[config.mk]
export PLATFORM = sky130hd
export DESIGN_NAME = dtmf_discrim
export DESIGN_NICKNAME = d
export VERILOG_FILES = /design/src/rtl/dtmf_pkg.sv /design/src/rtl/dtmf_edge_sync.sv /design/src/rtl/dtmf_period_class.sv /design/src/rtl/dtmf_discrim.sv
export SDC_FILE = /design/constraint.sdc
export NUM_CORES = 1
export LEC_CHECK = 0
export ABC_AREA = 1
export BUFFER_PORTS_ARGS = -buffer_cell sky130_fd_sc_hd__buf_2
export CAP_MARGIN = 20
export CORE_UTILIZATION = 40
export DETAILED_ROUTE_END_ITERATION = 8
export GPL_TIMING_DRIVEN = 0
export MAX_ROUTING_LAYER = met4
export PLACE_DENSITY_LB_ADDON = 0.08
export SLEW_MARGIN = 20
export SYNTH_ARGS = -nofsm -noshare
export SYNTH_HDL_FRONTEND = slang
export SYNTH_SLANG_ARGS = --single-unit
export TNS_END_PERCENT = 30
[constraint.sdc]
create_clock -name clk -period 1.9 [get_ports clk]
set_input_delay 0.095 -clock clk [delete_from_list [all_inputs] [get_ports clk]]
set_output_delay 0.095 -clock clk [all_outputs]
set_load 0.05 [all_outputs]
[src/rtl/dtmf_pkg.sv]
package dtmf_pkg;

  // Nominal tone frequency: high=0 selects the row group, high=1 the column group.
  function automatic int tone_hz(input bit high, input int k);
    int f;
    if (!high) begin
      case (k)
        0: f = 697;
        1: f = 770;
        2: f = 852;
        default: f = 941;
      endcase
    end else begin
      case (k)
        0: f = 1209;
        1: f = 1336;
        2: f = 1477;
        default: f = 1633;
      endcase
    end
    return f;
  endfunction

  // Window edges sit at +/-2.5% in frequency: between the accept and reject bands.
  function automatic int win_min(input int clk_hz, input int f);
    return int'((longint'(clk_hz) * 1000) / (longint'(f) * 1025));
  endfunction

  function automatic int win_max(input int clk_hz, input int f);
    return int'((longint'(clk_hz) * 1000) / (longint'(f) * 975));
  endfunction

endpackage

[src/rtl/dtmf_edge_sync.sv]
module dtmf_edge_sync #(
  parameter int STAGES = 2
) (
  input  logic clk,
  input  logic rst_n,
  input  logic wave_i,
  output logic rise_o
);
  logic [STAGES-1:0] sh_q;
  logic              prev_q;

  always_ff @(posedge clk or negedge rst_n) begin
    if (!rst_n) begin
      sh_q   <= '0;
      prev_q <= 1'b0;
    end else begin
      sh_q   <= {sh_q[STAGES-2:0], wave_i};
      prev_q <= sh_q[STAGES-1];
    end
  end

  assign rise_o = sh_q[STAGES-1] & ~prev_q;
endmodule

[src/rtl/dtmf_period_class.sv]
module dtmf_period_class #(
  parameter int CLK_HZ    = 3579545,
  parameter int CONFIRM_N = 4,
  parameter bit HIGH_GRP  = 1'b0
) (
  input  logic       clk,
  input  logic       rst_n,
  input  logic       clr,
  input  logic       rise,
  output logic       valid,
  output logic [1:0] idx
);
  localparam int TMO = dtmf_pkg::win_max(CLK_HZ, dtmf_pkg::tone_hz(HIGH_GRP, 0));
  localparam int CW  = $clog2(TMO + 2);
  localparam int RW  = $clog2(CONFIRM_N + 1);

  logic [CW-1:0] cnt_q, cnt_d;
  logic [RW-1:0] run_q, run_d;
  logic [1:0]    idx_q, idx_d;
  logic          armed_q, armed_d;
  logic [3:0]    hit;
  logic [1:0]    hit_idx;
  logic          hit_any;
  logic          timed_out;

  for (genvar k = 0; k < 4; k++) begin : g_win
    localparam int F  = dtmf_pkg::tone_hz(HIGH_GRP, k);
    localparam int LO = dtmf_pkg::win_min(CLK_HZ, F);
    localparam int HI = dtmf_pkg::win_max(CLK_HZ, F);
    assign hit[k] = (cnt_q >= CW'(LO)) && (cnt_q <= CW'(HI));
  end

  always_comb begin
    hit_idx = 2'd0;
    for (int k = 0; k < 4; k++) begin
      if (hit[k]) hit_idx = 2'(k);
    end
  end

  assign hit_any   = |hit;
  assign timed_out = cnt_q > CW'(TMO);

  always_comb begin
    cnt_d   = cnt_q;
    run_d   = run_q;
    idx_d   = idx_q;
    armed_d = armed_q;
    if (clr) begin
      cnt_d   = '0;
      run_d   = '0;
      idx_d   = 2'd0;
      armed_d = 1'b0;
    end else if (rise) begin
      cnt_d   = CW'(1);
      armed_d = 1'b1;
      if (armed_q && hit_any) begin
        if (hit_idx == idx_q && run_q != '0) begin
          if (run_q != RW'(CONFIRM_N)) run_d = run_q + RW'(1);
        end else begin
          idx_d = hit_idx;
          run_d = RW'(1);
        end
      end else begin
        run_d = '0;
      end
    end else if (timed_out) begin
      armed_d = 1'b0;
      run_d   = '0;
    end else begin
      cnt_d = cnt_q + CW'(1);
    end
  end

  always_ff @(posedge clk or negedge rst_n) begin
    if (!rst_n) begin
      cnt_q   <= '0;
      run_q   <= '0;
      idx_q   <= 2'd0;
      armed_q <= 1'b0;
    end else begin
      cnt_q   <= cnt_d;
      run_q   <= run_d;
      idx_q   <= idx_d;
      armed_q <= armed_d;
    end
  end

  assign valid = (run_q == RW'(CONFIRM_N));
  assign idx   = idx_q;
endmodule

[src/rtl/dtmf_discrim.sv]
module dtmf_discrim #(
  parameter int CLK_HZ    = 3579545,
  parameter int CONFIRM_N = 4
) (
  input  logic       clk,
  input  logic       rst_n,
  input  logic       lo_wave,
  input  logic       hi_wave,
  input  logic       inhibit,
  input  logic       pwrdn,
  output logic       early_det,
  output logic [1:0] row_idx,
  output logic [1:0] col_idx
);
  logic [1:0]      wave;
  logic [1:0]      rise;
  logic [1:0]      grp_valid;
  logic [1:0][1:0] grp_idx;
  logic            col_blocked;
  logic            pair_ok;
  logic            flag_q;
  logic [1:0]      row_q, row_d, col_q, col_d;

  assign wave = {hi_wave, lo_wave};

  for (genvar g = 0; g < 2; g++) begin : g_grp
    dtmf_edge_sync #(.STAGES(2)) u_sync (
      .clk    (clk),
      .rst_n  (rst_n),
      .wave_i (wave[g]),
      .rise_o (rise[g])
    );
    dtmf_period_class #(
      .CLK_HZ    (CLK_HZ),
      .CONFIRM_N (CONFIRM_N),
      .HIGH_GRP  (g == 1)
    ) u_cls (
      .clk   (clk),
      .rst_n (rst_n),
      .clr   (pwrdn),
      .rise  (rise[g]),
      .valid (grp_valid[g]),
      .idx   (grp_idx[g])
    );
  end

  assign col_blocked = inhibit && (grp_idx[1] == 2'd3);
  assign pair_ok     = grp_valid[0] && grp_valid[1] && !col_blocked && !pwrdn;

  always_comb begin
    row_d = row_q;
    col_d = col_q;
    if (pair_ok) begin
      row_d = grp_idx[0];
      col_d = grp_idx[1];
    end
  end

  always_ff @(posedge clk or negedge rst_n) begin
    if (!rst_n) begin
      flag_q <= 1'b0;
      row_q  <= 2'd0;
      col_q  <= 2'd0;
    end else begin
      flag_q <= pair_ok;
      row_q  <= row_d;
      col_q  <= col_d;
    end
  end

  assign early_det = flag_q;
  assign row_idx   = row_q;
  assign col_idx   = col_q;
endmodule

==> summary.txt, run 1 <==
status: finished with violations
DPL Wire Length: 5.73 mm
M2 GR Usage: 34.0%
Worst-path clk slew: 0.10 ns
final worst slack: -0.0576 ns
maximum clock rate: 511 MHz
synth cell count leaders: 113 x nand2_1, 58 x inv_1, 48 x dfrtp_1, 47 x nor2_1, 44 x nand3_1
MaxCap Viol Count: 0
Post-Synth XOR/XNOR Area: 1.91%
Max Slew Vio Count: 0
Worst-Margin Slew: 0.620 ns
drt first-iter violations: 138
layout cells sized above 1: 32.0%
RSZ-0062 raised after global routing: true
Reg-to-Reg Start: g_grp[1].u_cls.cnt_q[0]
Bufs on Longest Clock Path: 2
Starting Density: 41.4%
yosys warns: 0
Multi-input gate area: 0.00203 sq mm
Power Density: 504 mW/mm^2
failing checks: setup timing
worst r2r path cells: 14
Die Span Y: 91.6 um
GR Overflow Total: 0
Final Hold Fails: 0
Simple-Gate Fraction of Synth Area: 36.4%
setup violators final: 7
crit path DAT: 2.20 ns
ys flop type: dfrtp_1
Root Driver: clkbuf_8
DR vias: 3040
worst-path fanout max: 6
main combinational cell family by area after synthesis: simple AND/OR/NAND/NOR gates
sequential area share after synthesis: 37.4%
input/output buffers: 10
Layout area overhead: 28.4%
Compound-Gate Fraction of Synth Area: 11.1%
DRC errors left: 0
Clk Latency, worst-skew pair: 0.31 ns
synth top area cells: dfrtp_1 37%, nand2_1 13%, nand3_1 6.9%, inv_1 6.8%, nor2_1 5.5%
Hold Path Cell Cnt: 4
GRT Overall Usage: 20.4%
data required time of the critical path: 2.14 ns
GRT Max-Usage Layer: met2
FFs w/ async S/R, synth: 100%
register area: 0.00121 sq mm
largest area contributor in the netlist: dfrtp_1
Hold EP: g_grp[0].u_cls.cnt_q[11]
RR Endpoint: g_grp[1].u_cls.run_q[0]
Final Util: 53.1%
GR Util met3: 3.23%
GP Congestion: 0.887
clk_skew: 0.00801 ns
fin crit share: 103%
row count: 32
post-synthesis mux area share: 0%
DIE AREA: 0.00840 sq mm
vias in the first global route: 2825
syn nets: 472
TNS Setup: -0.171 ns
worst vdd rail ir drop: 0.327 mV
first-pass GRT wire length: 13.2 mm
Leak: 0.00196 uW
DR pass1 iterations: 4
H-tree Lvls: 2
Nets: 522
Synth top area share: 37.4%
number of antenna-violating nets in the routed design: 0
category of the worst setup path launch point: flip-flop
Mapped Cells: 455
HP Class: primary input to flip-flop
hold path start: pwrdn
Via density: 5.00
WS Path Type: flip-flop to flip-flop
Die Wd: 91.6 um
mean routed wirelength per cell: 13.7 um
CTS buffer count: 5
Syn Std Cell Area: 0.00321 sq mm
met1 usage: 25.1%
Yosys cell types: 34
largest net degree at the start of global routing: 49
critical path endpoint category: flip-flop
syn avg cell area: 7.06 sq um
antenna fix cells: 0
core region area: 0.00777 sq mm
EDFF count, synth: 0
Max-slew headroom: 58.6%
Register-to-Register Setup Slack: -0.06 ns
Final min period: 1.96 ns
Routed WL: 8.31 mm
IO Pins: 11
Sink Count: 48
adder-cell share of the synthesized area: 4.28%
number of fillers in the final layout: 756
CTS tree: built
antenna violations before repair: 0
top-count cell post-synth: nand2_1
flops & latches, synth: 48
## critical path, stage by stage (launching register included)
cell and delay [ns]:
dfrtp_1 0.43, inv_2 0.14, ha_4 0.15, o21ai_2 0.06, o21ai_1 0.17, a21oi_1 0.08, nand2_1 0.13, nand2_1 0.09
nand2_1 0.08, nand2_2 0.06, nor2_4 0.16, nand3_2 0.11, nand2_4 0.10, nand2_1 0.05, o21ai_1 0.07
## layout make-up
cell class	count	area share, %
inverter	69	6.58
tap	102	3.09
buffer	6	1.21
multi-input combinational	332	49.2
clock inverter	3	1.12
timing repair buffer	43	7.73
sequential	48	29.4
clock buffer	5	1.67
## repair_timing
action,4_1_cts,5_1_grt
resized for setup,49,62
hold endpoints to repair,50,0
cloned,0,0
endpoints found under the setup margin,23,28
pin swaps,14,31
hold buffers,3,0
buffers inserted,12,18
## power by group
group          leakage (uW)  internal [uW]  switching, uW  total (uW)
Combinational       0.00127           85.2            136         222
Clock             0.0000548            398            396         794
Sequential         0.000633           1040           19.9        1060
Total               0.00196           1530            553        2080
## how the worst max path moves through the flow
stage                            startpoint                       to  cells after the start
floorplan           g_grp[0].u_cls.cnt_q[0]  g_grp[0].u_cls.run_q[1]                     13
global placement    g_grp[0].u_cls.cnt_q[8]  g_grp[0].u_cls.cnt_q[0]                     11
detailed placement  g_grp[0].u_cls.cnt_q[8]  g_grp[0].u_cls.cnt_q[0]                     11
CTS                 g_grp[0].u_cls.cnt_q[0]  g_grp[0].u_cls.run_q[0]                     16
global route        g_grp[1].u_cls.cnt_q[0]  g_grp[1].u_cls.run_q[1]                     14
finish              g_grp[1].u_cls.cnt_q[0]  g_grp[1].u_cls.run_q[0]                     14
## per-layer routing
layer,share of wire [%],vias to the layer above
li1,-,1577
met1,45,1394
met2,49,50
met3,3.0,19
met4,2.7,0
met5,0,-
## cells in the final DEF (no fill, tap or decap), types with 2 or more instances in the layout
master,count
nand2_4,7
nand2_1,92
nand3_1,31
nand3_4,4
o22ai_1,11
inv_6,2
buf_6,5
dfrtp_1,38
inv_2,14
clkbuf_8,5
o21ai_0,19
dlygate4sd3_1,3
ha_4,3
nor2_1,34
o21ai_1,13
buf_2,9
inv_4,3
nand4_1,6
nand3b_1,2
nor3_1,12
nand3_2,16
clkbuf_4,2
nor2_2,8
ha_1,7
inv_1,51
xor2_1,6
nor2_4,12
buf_4,29
a21oi_1,10
dfrtp_2,10
nand2_2,24
o21a_1,2
## state kept, by name (all words and copies together) (netlist names)
name                 cells
g_grp.u_cls.idx          4
row_idx                  2
g_grp.u_sync.sh_q        4
col_idx                  2
early_det                1
g_grp.u_sync.prev_q      2
g_grp.u_cls.armed_q      2
g_grp.u_cls.run_q        6
g_grp.u_cls.cnt_q       25
## cells by family (layout without fill, tap and decap cells)
| logic type | Yosys count | count (layout) |
|---|---|---|
| compound gates | 63 | 63 |
| xor+xnor | 7 | 7 |
| fa+ha+maj | 11 | 11 |
| buf+inv | 75 | 126 |
| flops | 48 | 48 |
| simple gates | 251 | 251 |
## through the flow
| stage | power [uW] | cells | setup WS, ns | area (sq um) | hold slack [ns] |
|---|---|---|---|---|---|
| after floorplan | 1170 | 455 | 0.142 | 3210 | -0.201 |
| after global placement | 1230 | 567 | -0.263 | 3390 | 0.207 |
| after detailed placement | 1230 | 567 | -0.267 | 3390 | 0.166 |
| after CTS | 2080 | 590 | -0.0496 | 3780 | 0.208 |
| after global routing | 2160 | 608 | -0.214 | 4130 | 0.234 |
| final | 2080 | 608 | -0.0576 | 4130 | 0.213 |
Power figures use the tool's default switching activity.
==> run 2, diff against run 1 <==
--- a/config.mk
+++ b/config.mk
@@ -8,6 +8,7 @@
 export ABC_AREA = 1
 export BUFFER_PORTS_ARGS = -buffer_cell sky130_fd_sc_hd__buf_2
 export CAP_MARGIN = 20
+export CORE_ASPECT_RATIO = 1.1
 export CORE_UTILIZATION = 40
 export DETAILED_ROUTE_END_ITERATION = 8
 export GPL_TIMING_DRIVEN = 0
==> run 2 against run 1 <==
The flow still finishes with violations (setup timing). Via count increased by 4.3%. Sequential share of layout area down 0.83 points. Critical path type unchanged. Critical path depth decreased by 1. Clock power shrank 25%. Largest power group unchanged. Die area about the same.
==> summary.txt, run 2 (synthesis results as in run 1) <==
Bufs on Longest Clock Path: 2 (unchanged)
Layout area overhead: 32.1% (was 28.4%)
Max-slew headroom: 57.6% (was 58.6%)
category of the worst setup path launch point: flip-flop (unchanged)
final worst slack: -0.00930 ns (was -0.0576 ns)
GR Overflow Total: 0 (unchanged)
crit path DAT: 2.16 ns (was 2.20 ns)
fin crit share: 100% (was 103%)
antenna violations before repair: 0 (unchanged)
Sink Count: 48 (unchanged)
RSZ-0062 raised after global routing: true (unchanged)
vias in the first global route: 3043 (was 2825)
Final Hold Fails: 0 (unchanged)
clock group share of total power: 31.3% (was 38.2%)
row count: 33 (was 32)
H-tree Lvls: 2 (unchanged)
WS Path Type: flip-flop to flip-flop (unchanged)
worst-path fanout max: 8 (was 6)
DIE AREA: 0.00840 sq mm (about the same)
CTS buffer count: 5 (unchanged)
Via density: 5.12 (was 5.00)
Clk Latency, worst-skew pair: 0.30 ns (was 0.31 ns)
NetSw: 507 uW (was 553 uW)
number of antenna-violating nets in the routed design: 0 (unchanged)
leading cell type in the layout, fill and taps excluded: nand2_1 (unchanged)
Worst-path clk slew: 0.09 ns (was 0.10 ns)
DR pass1 iterations: 4 (unchanged)
setup violators final: 2 (was 7)
failing checks: setup timing (unchanged)
largest net degree at the start of global routing: 49 (unchanged)
Top reg by flops: g_grp.u_cls.cnt_q (unchanged)
maximum clock rate: 524 MHz (was 511 MHz)
register area: 0.00121 sq mm (unchanged)
most frequent cells in the layout: 86 x nand2_1, 48 x inv_1, 40 x buf_4 (was 92 x nand2_1, 51 x inv_1, 38 x dfrtp_1)
Nets: 532 (was 522)
DRC errors left: 0 (unchanged)
critical path endpoint category: flip-flop (unchanged)
Flop pwr share: 56.1% (was 51.1%)
max reg flops: 25 (unchanged)
Power, Total: 1900 uW (was 2080 uW)
input/output buffers: 10 (unchanged)
top flop regs: g_grp.u_cls.cnt_q x25, g_grp.u_cls.run_q x6 (unchanged)
status: finished with violations (unchanged)
Internal: 1390 uW (was 1530 uW)
switching share of power: 26.7% (was 26.6%)
data required time of the critical path: 2.15 ns (was 2.14 ns)
mean routed wirelength per cell: 14.0 um (was 13.7 um)
Die Span Y: 96.0 um (was 91.6 um)
drt first-iter violations: 141 (was 138)
first-pass GRT wire length: 14.0 mm (was 13.2 mm)
IO Pins: 11 (unchanged)
antenna fix cells: 0 (unchanged)
HP Class: primary input to flip-flop (unchanged)
combinational power share: 12.6% (was 10.7%)
CTS tree: built (unchanged)
worst hold margin: 0.226 ns (was 0.213 ns)
Final min period: 1.91 ns (was 1.96 ns)
Leak: 0.00204 uW (was 0.00196 uW)
layout cells sized above 1: 36.9% (was 32.0%)
GP Congestion: 0.998 (was 0.887)
DPL Wire Length: 5.91 mm (was 5.73 mm)
core region area: 0.00760 sq mm (was 0.00777 sq mm)
Starting Density: 42.3% (was 41.4%)
Worst-Margin Slew: 0.635 ns (was 0.620 ns)
number of fillers in the final layout: 750 (was 756)
Power Density: 446 mW/mm^2 (was 504 mW/mm^2)
Routed WL: 8.70 mm (was 8.31 mm)
DR vias: 3172 (was 3040)
clk_skew: 0.0102 ns (was 0.00801 ns)
GRT Overall Usage: 22.3% (was 20.4%)
Die Wd: 87.5 um (was 91.6 um)
Root Driver: clkbuf_8 (unchanged)
Max Slew Vio Count: 0 (unchanged)
MaxCap Viol Count: 0 (unchanged)
worst vdd rail ir drop: 0.207 mV (was 0.327 mV)
Multi-input gate area: 0.00211 sq mm (was 0.00203 sq mm)
==> run 2: cell count changes in the layout (fill, tap and decap cells not counted), moves of 2 or more <==
cell and delta:
buf_4 +11, nand2_1 -6, nand2_2 +5, nor3_1 -4, nor3_2 +4, inv_1 -3, inv_2 +2, inv_4 +2
inv_6 -2, nor2_1 -2, o21ai_1 -2, o21ai_2 +2
==> run 2: power groups by stage <==
stage,Combinational [uW],Clock (uW),Sequential (uW)
final,238,594,1060
after floorplan,91.4,0,1080
after detailed placement,150,0,1080
after global routing,264,656,1070
after global placement,149,0,1080
after CTS,184,630,1060
==> run 2: critical path, cell delays in order, from the launching register on <==
cell	delay, ns
dfrtp_1	0.33
clkbuf_4	0.20
nand2_2	0.13
nor2_4	0.17
nand2_2	0.09
nand3_2	0.10
nand3_4	0.11
nand3_1	0.13
nand2_2	0.07
nor2_4	0.19
nand3_4	0.13
nand2_2	0.09
nand2_1	0.05
nand2_1	0.06
==> run 2: layout make-up <==
class                           count  area share, %
Clock inverter                      1          0.118
Sequential cell                    48           28.6
Inverter                           69           6.39
Clock buffer                        6           1.71
Buffer                              5           1.00
Timing Repair Buffer               54           9.37
Multi-Input combinational cell    332           49.7
Tap cell                          105           3.09
==> run 2: metal layers <==
| layer | track usage, % | part of all wire (%) | wire length (um) |
|---|---|---|---|
| met5 | - | 0 | 0 |
| met4 | 10.9 | 3.4 | 295 |
| met3 | 3.09 | 2.4 | 209 |
| met2 | 38.9 | 53 | 4610 |
| met1 | 25.0 | 41 | 3590 |
==> run 2: repair_timing <==
action	CTS	global route
hold buffers	3	0
cloned	0	0
buffers inserted	12	29
endpoints found under the setup margin	22	31
pin swaps	10	26
hold endpoints to repair	50	0
resized for setup	38	94
==> run 2: worst paths after layout <==
path | startpoint | end | slack (ns) | depth (start not counted)
min reg2reg | g_grp[1].u_sync.sh_q[0] | g_grp[1].u_sync.sh_q[1] | 0.36 | 0
max reg2reg | g_grp[0].u_cls.cnt_q[4] | g_grp[0].u_cls.run_q[1] | -0.009 | 13
max in group asynchronous | rst_n | g_grp[0].u_cls.cnt_q[8] | 1.09 | 2
max | g_grp[0].u_cls.cnt_q[4] | g_grp[0].u_cls.run_q[1] | -0.009 | 13
min | pwrdn | g_grp[0].u_cls.cnt_q[12] | 0.23 | 3
min in group asynchronous | rst_n | g_grp[0].u_cls.cnt_q[6] | 0.34 | 2
==> run 2: through the flow <==
step | instances | area (sq um) | worst slack, ns | TNS, ns | utilization, %
after floorplan | 455 | 3210 | 0.142 | 0 | -
after global placement | 570 | 3400 | -0.273 | -3.24 | 44.7
after global routing | 620 | 4250 | -0.172 | -1.64 | 55.9
after detailed placement | 570 | 3400 | -0.265 | -3.26 | 44.7
after CTS | 591 | 3700 | -0.0498 | -0.175 | 48.7
final | 620 | 4250 | -0.00930 | -0.0165 | 55.9
==> run 3, diff against run 2 <==
--- a/config.mk
+++ b/config.mk
@@ -12,7 +12,6 @@
 export CORE_UTILIZATION = 40
 export DETAILED_ROUTE_END_ITERATION = 8
 export GPL_TIMING_DRIVEN = 0
-export MAX_ROUTING_LAYER = met4
 export PLACE_DENSITY_LB_ADDON = 0.08
 export SLEW_MARGIN = 20
 export SYNTH_ARGS = -nofsm -noshare
==> run 3 against run 2 <==
Routed wire length fell by 3.9%. Sequential power hardly changed. Combinational power is 7% lower. Clock power grew 9.8%. Final cell count down 1.9%. Highest routed layer unchanged. Utilization fell by 1.3 points. The run still ends with setup timing left. Global-route usage is 1.3 points lower. Via count shrank 2.6%. Die area unchanged. First-iteration DRC count down 13%.
==> summary.txt, run 3 (synthesis results as in run 1) <==
category of the worst setup path launch point: flip-flop (unchanged)
max reg flops: 25 (unchanged)
antenna violations before repair: 0 (unchanged)
Crit path max-delay family: simple AND/OR/NAND/NOR gates (unchanged)
antenna fix cells: 0 (unchanged)
Routed WL: 8.36 mm (was 8.70 mm)
biggest cell delay along the critical path: 0.39 ns (was 0.33 ns)
DR vias: 3090 (was 3172)
CTS buffer count: 5 (unchanged)
data required time of the critical path: 2.09 ns (was 2.15 ns)
row count: 33 (unchanged)
maximum clock rate: 515 MHz (was 524 MHz)
Worst-path clk slew: 0.09 ns (about the same)
Starting Density: 42.3% (unchanged)
final worst slack: -0.0405 ns (was -0.00930 ns)
DRC errors left: 0 (unchanged)
GR Overflow Total: 0 (unchanged)
Worst-Margin Slew: 0.614 ns (was 0.635 ns)
Top reg by flops: g_grp.u_cls.cnt_q (unchanged)
worst vdd rail ir drop: 0.304 mV (was 0.207 mV)
Clk Latency, worst-skew pair: 0.31 ns (was 0.30 ns)
Power Density: 467 mW/mm^2 (was 446 mW/mm^2)
mean routed wirelength per cell: 13.8 um (was 14.0 um)
CTS tree: built (unchanged)
Max-slew headroom: 59.1% (was 57.6%)
Hold Path Cell Cnt: 3 (unchanged)
failing checks: setup timing (unchanged)
worst r2r path cells: 14 (was 13)
Final Cell Area: 0.00415 sq mm (was 0.00425 sq mm)
HP Class: primary input to flip-flop (unchanged)
Die Span Y: 96.0 um (unchanged)
crit path DAT: 2.13 ns (was 2.16 ns)
GRT Max-Usage Layer: met2 (unchanged)
met1 usage: 25.2% (was 25.0%)
vias in the first global route: 2942 (was 3043)
Final Util: 54.6% (was 55.9%)
Via density: 5.08 (was 5.12)
Setup WS pre-CTS: -0.260 ns (was -0.265 ns)
worst-path fanout max: 6 (was 8)
H-tree Lvls: 2 (unchanged)
Leak: 0.00195 uW (was 0.00204 uW)
cell mode on critical path: nand2_1 (was nand2_2)
Crit path buffers/inverters: 1 (unchanged)
Die Wd: 87.5 um (unchanged)
RR Endpoint: g_grp[1].u_cls.idx[1] (was g_grp[0].u_cls.run_q[1])
largest net degree at the start of global routing: 49 (unchanged)
worst setup path endpoint: g_grp[1].u_cls.idx[1] (was g_grp[0].u_cls.run_q[1])
Register-to-Register Setup Slack: -0.04 ns (was -0.009 ns)
most frequent cells in the layout: 88 x nand2_1, 48 x inv_1, 38 x dfrtp_1 (was 86 x nand2_1, 48 x inv_1, 40 x buf_4)
top flop regs: g_grp.u_cls.cnt_q x25, g_grp.u_cls.run_q x6 (unchanged)
Placed Area: 0.00340 sq mm (unchanged)
number of antenna-violating nets in the routed design: 0 (unchanged)
core region area: 0.00760 sq mm (unchanged)
Layout area overhead: 29.0% (was 32.1%)
setup violators final: 9 (was 2)
Bufs on Longest Clock Path: 2 (unchanged)
leading cell type in the layout, fill and taps excluded: nand2_1 (unchanged)
DR pass1 iterations: 6 (was 4)
IO Pins: 11 (unchanged)
Reg-to-Reg Start: g_grp[1].u_cls.cnt_q[0] (was g_grp[0].u_cls.cnt_q[4])
Max Slew Vio Count: 0 (unchanged)
Sink Count: 48 (unchanged)
Nets: 519 (was 532)
fin crit share: 102% (was 100%)
worst hold margin: 0.206 ns (was 0.226 ns)
critical path endpoint category: flip-flop (unchanged)
Final min period: 1.94 ns (was 1.91 ns)
DPL Wire Length: 5.89 mm (was 5.91 mm)
input/output buffers: 10 (unchanged)
status: finished with violations (unchanged)
hold path start: pwrdn (unchanged)
Final Hold Fails: 0 (unchanged)
drt first-iter violations: 123 (was 141)
GR Util met3: 2.66% (was 3.09%)
Root Driver: clkbuf_8 (unchanged)
Critical Path, Cell by Cell: inv_2 -> ha_4 -> o21ai_4 -> o21ai_2 -> a21oi_1 -> nand2_1 -> nand2_1 -> nand2_1 -> nand2_2 -> nor2_4 -> nor2_2 -> nand2_1 -> nand3_1 -> o21ai_1 (was clkbuf_4 -> nand2_2 -> nor2_4 -> nand2_2 -> nand3_2 -> nand3_4 -> nand3_1 -> nand2_2 -> nor2_4 -> nand3_4 -> nand2_2 -> nand2_1 -> nand2_1)
DIE AREA: 0.00840 sq mm (unchanged)
WS Path Type: flip-flop to flip-flop (unchanged)
number of cells on the critical path: 14 (was 13)
CP max-delay cell: dfrtp_1 (unchanged)
GP Congestion: 0.915 (was 0.998)
clk_skew: 0.0134 ns (was 0.0102 ns)
GRT Overall Usage: 21.0% (was 22.3%)
first-pass GRT wire length: 13.6 mm (was 14.0 mm)
RSZ-0062 raised after global routing: true (unchanged)
layout cells sized above 1: 35.0% (was 36.9%)
Power, Total: 1940 uW (was 1900 uW)
MaxCap Viol Count: 0 (unchanged)
Critical Path Start: g_grp[1].u_cls.cnt_q[0] (was g_grp[0].u_cls.cnt_q[4])
M2 GR Usage: 37.3% (was 38.9%)
[run 3: cell types whose count changed in the layout (fill, tap and decap cells not counted), moves of 2 or more]
cell,previous run,this run
buf_4,40,30
clkbuf_4,2,0
inv_2,16,18
inv_4,5,3
nand2_1,86,88
nand3_1,31,34
nand3_2,16,13
nor2_2,9,11
nor2_4,13,11
o21ai_0,18,20
o21ai_1,11,7
o21ai_2,3,5
[run 3: cell type report]
type,count,area (sq um)
fill,759,3450
clock inverter,1,7.51
buffer,6,52.6
timing repair buffer,40,293
clock buffer,7,86.3
tap,105,131
multi-input combinational,332,2090
inverter,69,267
sequential,48,1210
[run 3: what timing repair did]
item	CTS	global route
pin swaps	4	34
setup endpoints to repair	23	27
gates resized for setup	23	108
setup buffers	2	25
hold buffers	3	0
hold endpoints to repair	50	0
[run 3: report_power, final]
part	internal [uW]	switching, uW	leakage [uW]	total, uW
clock	297	355	0.0000445	652
combinational	83.2	138	0.00128	221
sequential	1040	21.2	0.000633	1060
[run 3: worst min-delay path: stages]
cell,delay [ns]
buf_2,0.18
nor2_1,0.09
o21a_1,0.10
[run 3: worst min-delay path by stage]
stage / to / slack, ns
after floorplan: col_idx[0] / -0.20
after global placement: g_grp[0].u_sync.sh_q[0] / 0.20
after detailed placement: g_grp[0].u_cls.cnt_q[6] / 0.17
after CTS: g_grp[0].u_cls.cnt_q[12] / 0.21
after global routing: g_grp[0].u_cls.cnt_q[12] / 0.24
final: g_grp[0].u_cls.cnt_q[12] / 0.21
[run 3: routing by layer]
| metal | routed length (um) | share of wire (%) |
|---|---|---|
| met1 | 3740 | 45 |
| met2 | 4240 | 51 |
| met3 | 138 | 1.7 |
| met4 | 233 | 2.8 |
| met5 | 0 | 0 |
[run 3: stage by stage]
step / instances / TNS (ns)
after floorplan: 455 / 0
after global placement: 570 / -3.30
after detailed placement: 570 / -3.33
after CTS: 583 / -0.460
after global routing: 608 / -2.65
final: 608 / -0.246
